===== src/rtl/sdram_init_pkg.sv =====
package sdram_init_pkg;

    typedef enum logic [3:0] {
        ST_PAUSE,
        ST_PRECHARGE,
        ST_WAIT_RP,
        ST_REFRESH,
        ST_WAIT_RFC,
        ST_MODE_SET,
        ST_WAIT_MRD,
        ST_READY
    } init_state_e;

    typedef enum logic [1:0] {
        CMD_NOP,
        CMD_PRE_ALL,
        CMD_AUTO_REF,
        CMD_LOAD_MODE
    } sd_cmd_e;

    typedef struct packed {
        logic cs_n;
        logic ras_n;
        logic cas_n;
        logic we_n;
    } sd_pins_t;

    // Bit position of the all-banks flag during precharge
    localparam int A10_POS = 10;

endpackage


===== src/rtl/sdram_cmd_pins.sv =====
module sdram_cmd_pins
    import sdram_init_pkg::*;
(
    input  sd_cmd_e  cmd,
    output sd_pins_t pins
);

    always_comb begin
        pins = '{cs_n: 1'b1, ras_n: 1'b1, cas_n: 1'b1, we_n: 1'b1};
        unique case (cmd)
            CMD_NOP:       pins = '{cs_n: 1'b1, ras_n: 1'b1, cas_n: 1'b1, we_n: 1'b1};
            CMD_PRE_ALL:   pins = '{cs_n: 1'b0, ras_n: 1'b0, cas_n: 1'b1, we_n: 1'b0};
            CMD_AUTO_REF:  pins = '{cs_n: 1'b0, ras_n: 1'b0, cas_n: 1'b0, we_n: 1'b1};
            CMD_LOAD_MODE: pins = '{cs_n: 1'b0, ras_n: 1'b0, cas_n: 1'b0, we_n: 1'b0};
            default:       pins = '{cs_n: 1'b1, ras_n: 1'b1, cas_n: 1'b1, we_n: 1'b1};
        endcase
    end

endmodule


===== src/rtl/sdram_mode_word.sv =====
module sdram_mode_word #(
    parameter int ADDR_W = 13
) (
    input  logic [2:0]        burst_len,
    input  logic              interleave,
    input  logic [2:0]        cas_lat,
    input  logic              write_single,
    output logic [ADDR_W-1:0] word
);

    // Field positions are decoded by the memory and must stay fixed
    always_comb begin
        word      = '0;
        word[2:0] = burst_len;
        word[3]   = interleave;
        word[6:4] = cas_lat;
        word[9]   = write_single;
    end

endmodule


===== src/rtl/sdram_wait_timer.sv =====
module sdram_wait_timer #(
    parameter int W         = 8,
    parameter int RESET_VAL = 0
) (
    input  logic         clk,
    input  logic         rst_n,
    input  logic         load,
    input  logic [W-1:0] load_val,
    output logic         expired
);

    logic [W-1:0] count_q;

    always_ff @(posedge clk or negedge rst_n) begin
        if (!rst_n) begin
            count_q <= W'(RESET_VAL);
        end else if (load) begin
            count_q <= load_val;
        end else if (count_q != '0) begin
            count_q <= count_q - 1'b1;
        end
    end

    assign expired = (count_q == '0);

endmodule


===== src/rtl/sdram_init_seq.sv =====
module sdram_init_seq
    import sdram_init_pkg::*;
#(
    parameter int ADDR_W        = 13,
    parameter int BA_W          = 2,
    parameter int PAUSE_CYC     = 20000,
    parameter int TRP_CYC       = 3,
    parameter int TRFC_CYC      = 8,
    parameter int TMRD_CYC      = 2,
    parameter int NUM_REF       = 8,
    parameter bit REF_AFTER_MRS = 1'b0
) (
    input  logic              clk,
    input  logic              rst_n,
    input  logic [2:0]        cfg_burst_len,
    input  logic              cfg_interleave,
    input  logic [2:0]        cfg_cas_lat,
    input  logic              cfg_write_single,
    input  logic              act_req,
    output logic              act_grant,
    output logic              init_done,
    output logic              sd_cke,
    output logic              sd_cs_n,
    output logic              sd_ras_n,
    output logic              sd_cas_n,
    output logic              sd_we_n,
    output logic              sd_dqm,
    output logic [BA_W-1:0]   sd_ba,
    output logic [ADDR_W-1:0] sd_addr
);

    // Every wait must be at least two cycles (command plus one idle)
    localparam int MAX_A  = (PAUSE_CYC > TRP_CYC) ? PAUSE_CYC : TRP_CYC;
    localparam int MAX_B  = (TRFC_CYC > TMRD_CYC) ? TRFC_CYC : TMRD_CYC;
    localparam int MAX_C  = (MAX_A > MAX_B) ? MAX_A : MAX_B;
    localparam int TMR_W  = $clog2(MAX_C + 1);
    localparam int REF_CW = $clog2(NUM_REF + 1);
    localparam logic [REF_CW-1:0] REF_LAST = REF_CW'(NUM_REF);

    init_state_e       state_q, state_d;
    logic [REF_CW-1:0] ref_cnt_q;
    logic              tmr_load;
    logic [TMR_W-1:0]  tmr_val;
    logic              tmr_exp;
    logic              cke_q;
    sd_cmd_e           cmd;
    sd_pins_t          pins;
    logic [ADDR_W-1:0] mode_word;

    sdram_wait_timer #(
        .W         (TMR_W),
        .RESET_VAL (PAUSE_CYC - 1)
    ) u_timer (
        .clk      (clk),
        .rst_n    (rst_n),
        .load     (tmr_load),
        .load_val (tmr_val),
        .expired  (tmr_exp)
    );

    sdram_mode_word #(
        .ADDR_W (ADDR_W)
    ) u_mode (
        .burst_len    (cfg_burst_len),
        .interleave   (cfg_interleave),
        .cas_lat      (cfg_cas_lat),
        .write_single (cfg_write_single),
        .word         (mode_word)
    );

    sdram_cmd_pins u_pins (
        .cmd  (cmd),
        .pins (pins)
    );

    // State register
    always_ff @(posedge clk or negedge rst_n) begin
        if (!rst_n) begin
            state_q <= ST_PAUSE;
        end else begin
            state_q <= state_d;
        end
    end

    // Refresh counter and clock-enable register
    always_ff @(posedge clk or negedge rst_n) begin
        if (!rst_n) begin
            ref_cnt_q <= '0;
            cke_q     <= 1'b0;
        end else begin
            cke_q <= 1'b1;
            if (state_q == ST_REFRESH) begin
                ref_cnt_q <= ref_cnt_q + 1'b1;
            end
        end
    end

    // Next-state logic
    always_comb begin
        state_d = state_q;
        unique case (state_q)
            ST_PAUSE:     if (tmr_exp) state_d = ST_PRECHARGE;
            ST_PRECHARGE: state_d = ST_WAIT_RP;
            ST_WAIT_RP: begin
                if (tmr_exp) state_d = REF_AFTER_MRS ? ST_MODE_SET : ST_REFRESH;
            end
            ST_REFRESH:   state_d = ST_WAIT_RFC;
            ST_WAIT_RFC: begin
                if (tmr_exp) begin
                    if (ref_cnt_q != REF_LAST) begin
                        state_d = ST_REFRESH;
                    end else begin
                        state_d = REF_AFTER_MRS ? ST_READY : ST_MODE_SET;
                    end
                end
            end
            ST_MODE_SET:  state_d = ST_WAIT_MRD;
            ST_WAIT_MRD: begin
                if (tmr_exp) state_d = REF_AFTER_MRS ? ST_REFRESH : ST_READY;
            end
            ST_READY:     state_d = ST_READY;
            default:      state_d = ST_PAUSE;
        endcase
    end

    // Output logic
    always_comb begin
        cmd       = CMD_NOP;
        tmr_load  = 1'b0;
        tmr_val   = '0;
        sd_addr   = '0;
        sd_ba     = '0;
        init_done = 1'b0;
        unique case (state_q)
            ST_PRECHARGE: begin
                cmd              = CMD_PRE_ALL;
                sd_addr[A10_POS] = 1'b1;
                tmr_load         = 1'b1;
                tmr_val          = TMR_W'(TRP_CYC - 2);
            end
            ST_REFRESH: begin
                cmd      = CMD_AUTO_REF;
                tmr_load = 1'b1;
                tmr_val  = TMR_W'(TRFC_CYC - 2);
            end
            ST_MODE_SET: begin
                cmd      = CMD_LOAD_MODE;
                sd_addr  = mode_word;
                tmr_load = 1'b1;
                tmr_val  = TMR_W'(TMRD_CYC - 2);
            end
            ST_READY: init_done = 1'b1;
            ST_PAUSE, ST_WAIT_RP, ST_WAIT_RFC, ST_WAIT_MRD: cmd = CMD_NOP;
            default: cmd = CMD_NOP;
        endcase
    end

    assign sd_cs_n   = pins.cs_n;
    assign sd_ras_n  = pins.ras_n;
    assign sd_cas_n  = pins.cas_n;
    assign sd_we_n   = pins.we_n;
    assign sd_cke    = cke_q;
    assign sd_dqm    = ~init_done;
    assign act_grant = act_req & init_done;

endmodule


===== config.mk =====
export PLATFORM = sky130hd
export DESIGN_NAME = sdram_init_seq
export DESIGN_NICKNAME = d
export VERILOG_FILES = /design/src/rtl/sdram_init_pkg.sv /design/src/rtl/sdram_cmd_pins.sv /design/src/rtl/sdram_mode_word.sv /design/src/rtl/sdram_wait_timer.sv /design/src/rtl/sdram_init_seq.sv
export SDC_FILE = /design/constraint.sdc
export NUM_CORES = 1
export LEC_CHECK = 0
export ABC_AREA = 1
export ABC_CLOCK_PERIOD_IN_PS = 3610
export CAP_MARGIN = 20
export CORE_MARGIN = 1.5
export CORE_UTILIZATION = 53
export CTS_CLUSTER_DIAMETER = 200
export DETAILED_ROUTE_END_ITERATION = 16
export PLACE_DENSITY = 0.84
export SETUP_SLACK_MARGIN = 0.2
export SLEW_MARGIN = 20
export SYNTH_ARGS = -nofsm -noshare
export SYNTH_HDL_FRONTEND = slang
export SYNTH_SLANG_ARGS = --single-unit

===== constraint.sdc =====
create_clock -name clk -period 3.61 [get_ports clk]
set_clock_uncertainty 0.1 [all_clocks]
set_input_delay 0.5415 -clock clk [delete_from_list [all_inputs] [get_ports clk]]
set_output_delay 0.5415 -clock clk [all_outputs]
set_load 0.01 [all_outputs]

; ---- Yosys cells after proc, flatten, opt, wreduce, memory -nomap -nowiden
; Cells that the tools add are included.
[classes]
add_sub_neg = 2
n_eq_ne = 15
n_mux = 15
n_bitwise = 2
reduce_logical = 7
[ops]
columns = op, count
row1 = 4-bit case mux with 8 select lines, 1
row2 = 15-bit two-way mux, 2
row3 = "4-bit by 3-bit == test with 1-bit output, second input constant", 4
row4 = 4-bit two-way mux, 4
row5 = 4-bit case mux with 4 select lines, 1
row6 = 15-bit zero test, 1
row7 = 15-bit nonzero test, 1
row8 = "15-bit by 1-bit subtractor with 15-bit output, second input constant", 1
row9 = 10-bit two-way mux, 1
row10 = "4-bit by 2-bit == test with 1-bit output, second input constant", 2
row11 = "2-bit inequality test, second input constant", 4
row12 = 2-bit case mux with 3 select lines, 1
row13 = 3-bit case mux with 2 select lines, 1
row14 = "4-bit by 1-bit adder with 4-bit output, second input constant", 1
row15 = "2-bit == test, second input constant", 2
row16 = "4-bit by 1-bit == test with 1-bit output, second input constant", 1
row17 = 4-bit zero test, 1
row18 = "4-bit inequality test, second input constant", 1
row19 = 4-bit AND reduction, 1
row20 = 1-bit two-way mux, 3
row21 = 3-bit two-way mux, 1
row22 = 3-bit OR reduction, 1
row23 = "2-bit by 1-bit == test with 1-bit output, second input constant", 1
row24 = 2-bit zero test, 1
row25 = 3 further kinds, 3
[word_totals]
regBits = 24
input_bits = 11
out_inout_bits = 23
word_cells = 45

; ---- Longest topological paths before layout
[depth]
depth_word = 4
ltp_mapped = 8
ltp_nobuf = 8

; ---- Modules after synthesis
; A second synthesis with hierarchy kept.
[unflattened]
cells_unflattened = 240
area_unflattened_um2 = 1716.6
[by_module_without_submodules]
columns = module, instances, cells_per_inst, area_each_um2, seq_area_each_um2
row1 = sdram_wait_timer, 1, 139, 1018.5, 386.6
row2 = sdram_init_seq, 1, 83, 578.1, 200.2
row3 = sdram_mode_word, 1, 14, 101.3, 0.0
row4 = sdram_cmd_pins, 1, 4, 18.8, 0.0

; ---- Least setup slack after synthesis
; Ideal clock, no wire load.
[synth_timing]
kind = flip-flop to output port
startpoint = register state_q[2]
endpoint = output act_grant
arrival_ns = 1.102
required_ns = 2.968
setup_slack_ns = 1.866
path_stages_with_launch = 5
path_buffers = 0
cell_sequence = dfrtp_1 > inv_1 > nor2_1 > inv_1 > nor2_1
[synth_between]
elab_chain_cells = 3
[synth_rtl]
columns = item, line
row1 = start: declaration, sdram_init_seq.sv:40  ; init_state_e state_q, state_d;
row2 = start signal: assignment, sdram_init_seq.sv:81  ; state_q <= state_d;
row3 = 4-bit by 3-bit == test with 1-bit output, sdram_init_seq.sv:134  ; unique case (state_q)
row4 = 1-bit two-way mux, sdram_init_seq.sv:134
row5 = via init_done, sdram_init_seq.sv:21  ; output logic init_done,
row6 = 1-bit bitwise AND, sdram_init_seq.sv:164  ; assign act_grant = act_req & init_done;
row7 = end: declaration, sdram_init_seq.sv:20  ; output logic act_grant,
; The timed path passes the listed nets, and every way through them passes these cells.

; ---- Final worst setup path
[layout_timing]
startpoint = register state_q[0]
endpoint = output sd_addr[2]
[layout_between]
elab_chain_cells = 2
[layout_rtl]
columns = item, line
row1 = 4-bit by 3-bit == test with 1-bit output, sdram_init_seq.sv:134
row2 = 10-bit two-way mux, sdram_init_seq.sv:134
row3 = end: declaration, sdram_init_seq.sv:29  ; output logic [ADDR_W-1:0] sd_addr
; No other way between the ends.

==> results.txt <==
* Launching point of the worst reg2reg path: u_timer.count_q[0]$_DFFE_PN1P_
- STA puts the critical path data arrival time at 1.87 ns.
* Count of synthesis-stage warnings from yosys: 0
* Count of unique library cells instantiated by Yosys: 24
- Number of buffers inserted by post-CTS setup repair: 0
- For this run the aggregate overflow at the end of global routing stands at 0.
* Area of the core: 2540 um2
- Sequential elements use 39.8% of the synthesized area.
* Final-report hold violation count: 0
* Final critical-path share of the clock period: 69.5%
- Based on the critical path, the design can be clocked at up to 398 MHz.
* Number of nets with antenna violations after routing: 0
* Count of mapped cells out of synthesis: 207
- Clock edge transition at the registers on the reported setup and hold paths: 0.13 ns
* Wire length of the first global-routing pass: 5060 um
* Slack of the worst reg-to-reg path: 1.96 ns
* Synthesis-stage register bit count: 23
* Post-DR wirelength/cell: 10.8 um
- Estimated wirelength of the detail-placed design: 2290 um
- For this design the ratio of total power to cell area is 225 nW/um2.
* Hold buffer count at cts: 0
- The worst setup path is captured at an output pin.
* Result of the run: finished, final reports clean
* Critical-path maximum fanout: 8
* Sequential cell area in the final layout: 587 um2
- The initial antenna violation count came to 0.
* Final period demand of the worst path: 2.51 ns
- Fraction of final layout cells sized beyond drive strength 1: 12.8%
- First drt pass iteration count: 4
* CTS tree: done
- Max-cap violations in this run came to 0.
* Total routed wirelength: 2850 um
- Port Buffer Count: 27
- Via density per instance: 4.79
* Vertical die dimension: 55.7 um
- Maximum number of pins on one net before global-route repair: 24
- The number of antenna diodes in the final layout is 0.
- Footprint of the multi-input gates: 704 um2
- Crit path launch type: register
- The number of gates resized after CTS was 0.
- R2r endpoint: u_timer.count_q[4]$_DFFE_PN1P_
- WP data required: 2.97 ns
- Post-place setup slack: 1.28 ns
- The cell sitting at the root of the clock tree is a clkbuf_4.
- For this run, design rule violations remaining after detail routing come to 0.
* Effective utilization at floorplan: 57.9%
* Worst min-delay path category: input pin to async pin
* Post-synthesis mux area share: 0%
- Count of vias placed by the detailed router: 1270
* Cell row count: 18
- Summing the areas of all fa, ha and maj instances in the mapped netlist gives 2.55% of the synthesized area.
- Drt initial violations: 25
- NumNets Final: 250
- VDD sags by at most 231 uV.
* Worst Setup Path Type: register to output pin
* Insertion delay of the later-clocked pin in the worst-skew pair: 0.30 ns
- Largest family of logic cells by synthesized area: simple AND/OR/NAND/NOR gates
- Share of the synthesized netlist area taken by xor and xnor gates: 2.38%
- Total routing resource utilization after global routing: 19.9%
- Synthesized-area fraction occupied by ao, oa, aoi and oai cells: 4.84%
- Max H-tree Level: 1
- Area Overhead vs Synth: 19.3%
- Register-to-Register Path Depth: 7
* X dimension of the die: 55.7 um
- Number of pins exceeding their max-slew limit in the final report: 0
- Setup repair after global routing left no endpoint under its margin.
* Basic-gate share of the synthesized area counting and, or, nand and nor cells: 36.2%
- GPL Wtd Cong: 0.841
- Leakage dissipation: 0.958 nW
- Counting the fill cells in the layout gives 221.
- Boundary pin count: 34
- Counting every sink on the clock net gives 23.
* Synth Area per Inst: 7.12 um2
- In the post-route analysis, the smallest setup slack over all paths is 1.10 ns.
- Max Root-Sink Buffers: 2
- Number of setup violations in the final report: 0
* Cell area after synthesis: 1470 um2
- Setup_tns: 0 ns
- The number of global-route vias before repair is 1190.
- Total die area: 3110 um2
- Total CTS buffers: 3
## cell usage in the layout, fill, tap and decap left out
cell type,netlist,routed
dfrtp_1,14,14
ha_1,3,3
buf_2,0,1
nand2_1,43,43
nand4_1,3,3
a21oi_4,1,1
inv_4,1,1
inv_1,32,32
nand3_4,1,1
nor2_1,46,46
or2_2,4,4
xor2_1,2,2
clkbuf_4,0,3
nor2_2,2,2
clkdlybuf4s50_1,0,26
conb_1,2,7
o21ai_0,5,5
xnor2_1,2,2
o21ai_1,3,3
nor2_4,3,3
nand2_2,2,2
nand3_1,16,16
dfstp_2,9,9
o21bai_1,2,2
clkbuf_1,0,1
inv_2,3,3
## worst max-delay path by stage
stage                 end                   start  slack [ns]  cells past startpoint
3_5_place_dp   sd_addr[2]        cfg_burst_len[2]        1.28                      4
6_report       sd_addr[2]  state_q[0]$_DFFE_PN0P_        1.10                      7
3_3_place_gp   sd_addr[5]          cfg_cas_lat[1]        1.31                      4
5_1_grt        sd_addr[6]  state_q[0]$_DFFE_PN0P_        0.90                      7
2_1_floorplan   act_grant  state_q[2]$_DFFE_PN0P_        1.87                      4
4_1_cts        sd_addr[2]  state_q[0]$_DFFE_PN0P_        1.08                      7
## cell usage after synthesis, drive strengths merged
cell type / instances / area [um2]
a21oi: 1 / 16.3
buf: 8 / 63.8
conb: 2 / 7.51
dfrtp: 14 / 350
dfstp: 9 / 236
ha: 3 / 37.5
inv: 36 / 138
nand2: 45 / 174
nand3: 17 / 97.6
nand4: 3 / 18.8
nor2: 51 / 219
o21ai: 8 / 40.0
o21bai: 2 / 15.0
or2: 4 / 25.0
xnor2: 2 / 17.5
xor2: 2 / 17.5
## layout make-up
cell class                      instances  share of cell area [%]
Multi-Input combinational cell        145                    40.1
Sequential cell                        23                    33.4
Timing Repair Buffer                   27                    15.1
Inverter                               36                    7.83
Tap cell                               30                    2.14
Clock buffer                            4                    1.49
## logic make-up (layout without fill, tap and decap cells)
group,after synthesis,after routing
AOI/OAI and AO/OA,11,11
xor gates and xnor gates,4,4
adders and majority gates,3,3
buffers and inverters,44,67
DFF,23,23
other,2,7
and+or+nand+nor,120,120
## worst max-delay path: stages (launching register included)
cell             delay (ns)
dfrtp_1                0.44
inv_2                  0.09
nor2_1                 0.13
inv_1                  0.08
nor2_2                 0.12
inv_2                  0.09
nor2_1                 0.09
clkdlybuf4s50_1        0.55
## registers in the layout, indices dropped and copies added (netlist names)
signal           cells
ref_cnt_q            4
sd_cke               1
state_q              3
u_timer.count_q     15
## layer usage
layer	vias up	GRT usage [%]	share of wire [%]
met3	2	2.79	3.3
met4	0	4.18	0.53
met1	582	28.0	48
met2	20	32.5	48
met5	-	0	0
li1	666	-	-
## power breakdown
group	internal, W	switching, W	total (W)
registers	0.000259	0.000000146	0.000259
clock network	0.0000430	0.0000730	0.000116
logic	0.0000104	0.0000105	0.0000209
total	0.000312	0.0000837	0.000396
## metrics by stage
step                power, W  utilization, %  hold slack, ns  cells  instance area, um2
floorplan           0.000273               -           0.146    212                1490
global placement    0.000285            68.2           0.362    261                1740
detailed placement  0.000285            68.2           0.367    261                1740
CTS                 0.000401            69.3           0.387    265                1760
global route        0.000409            69.1           0.115    265                1760
finish              0.000396            69.1          0.0827    265                1760
Power figures use the tool's default switching activity.
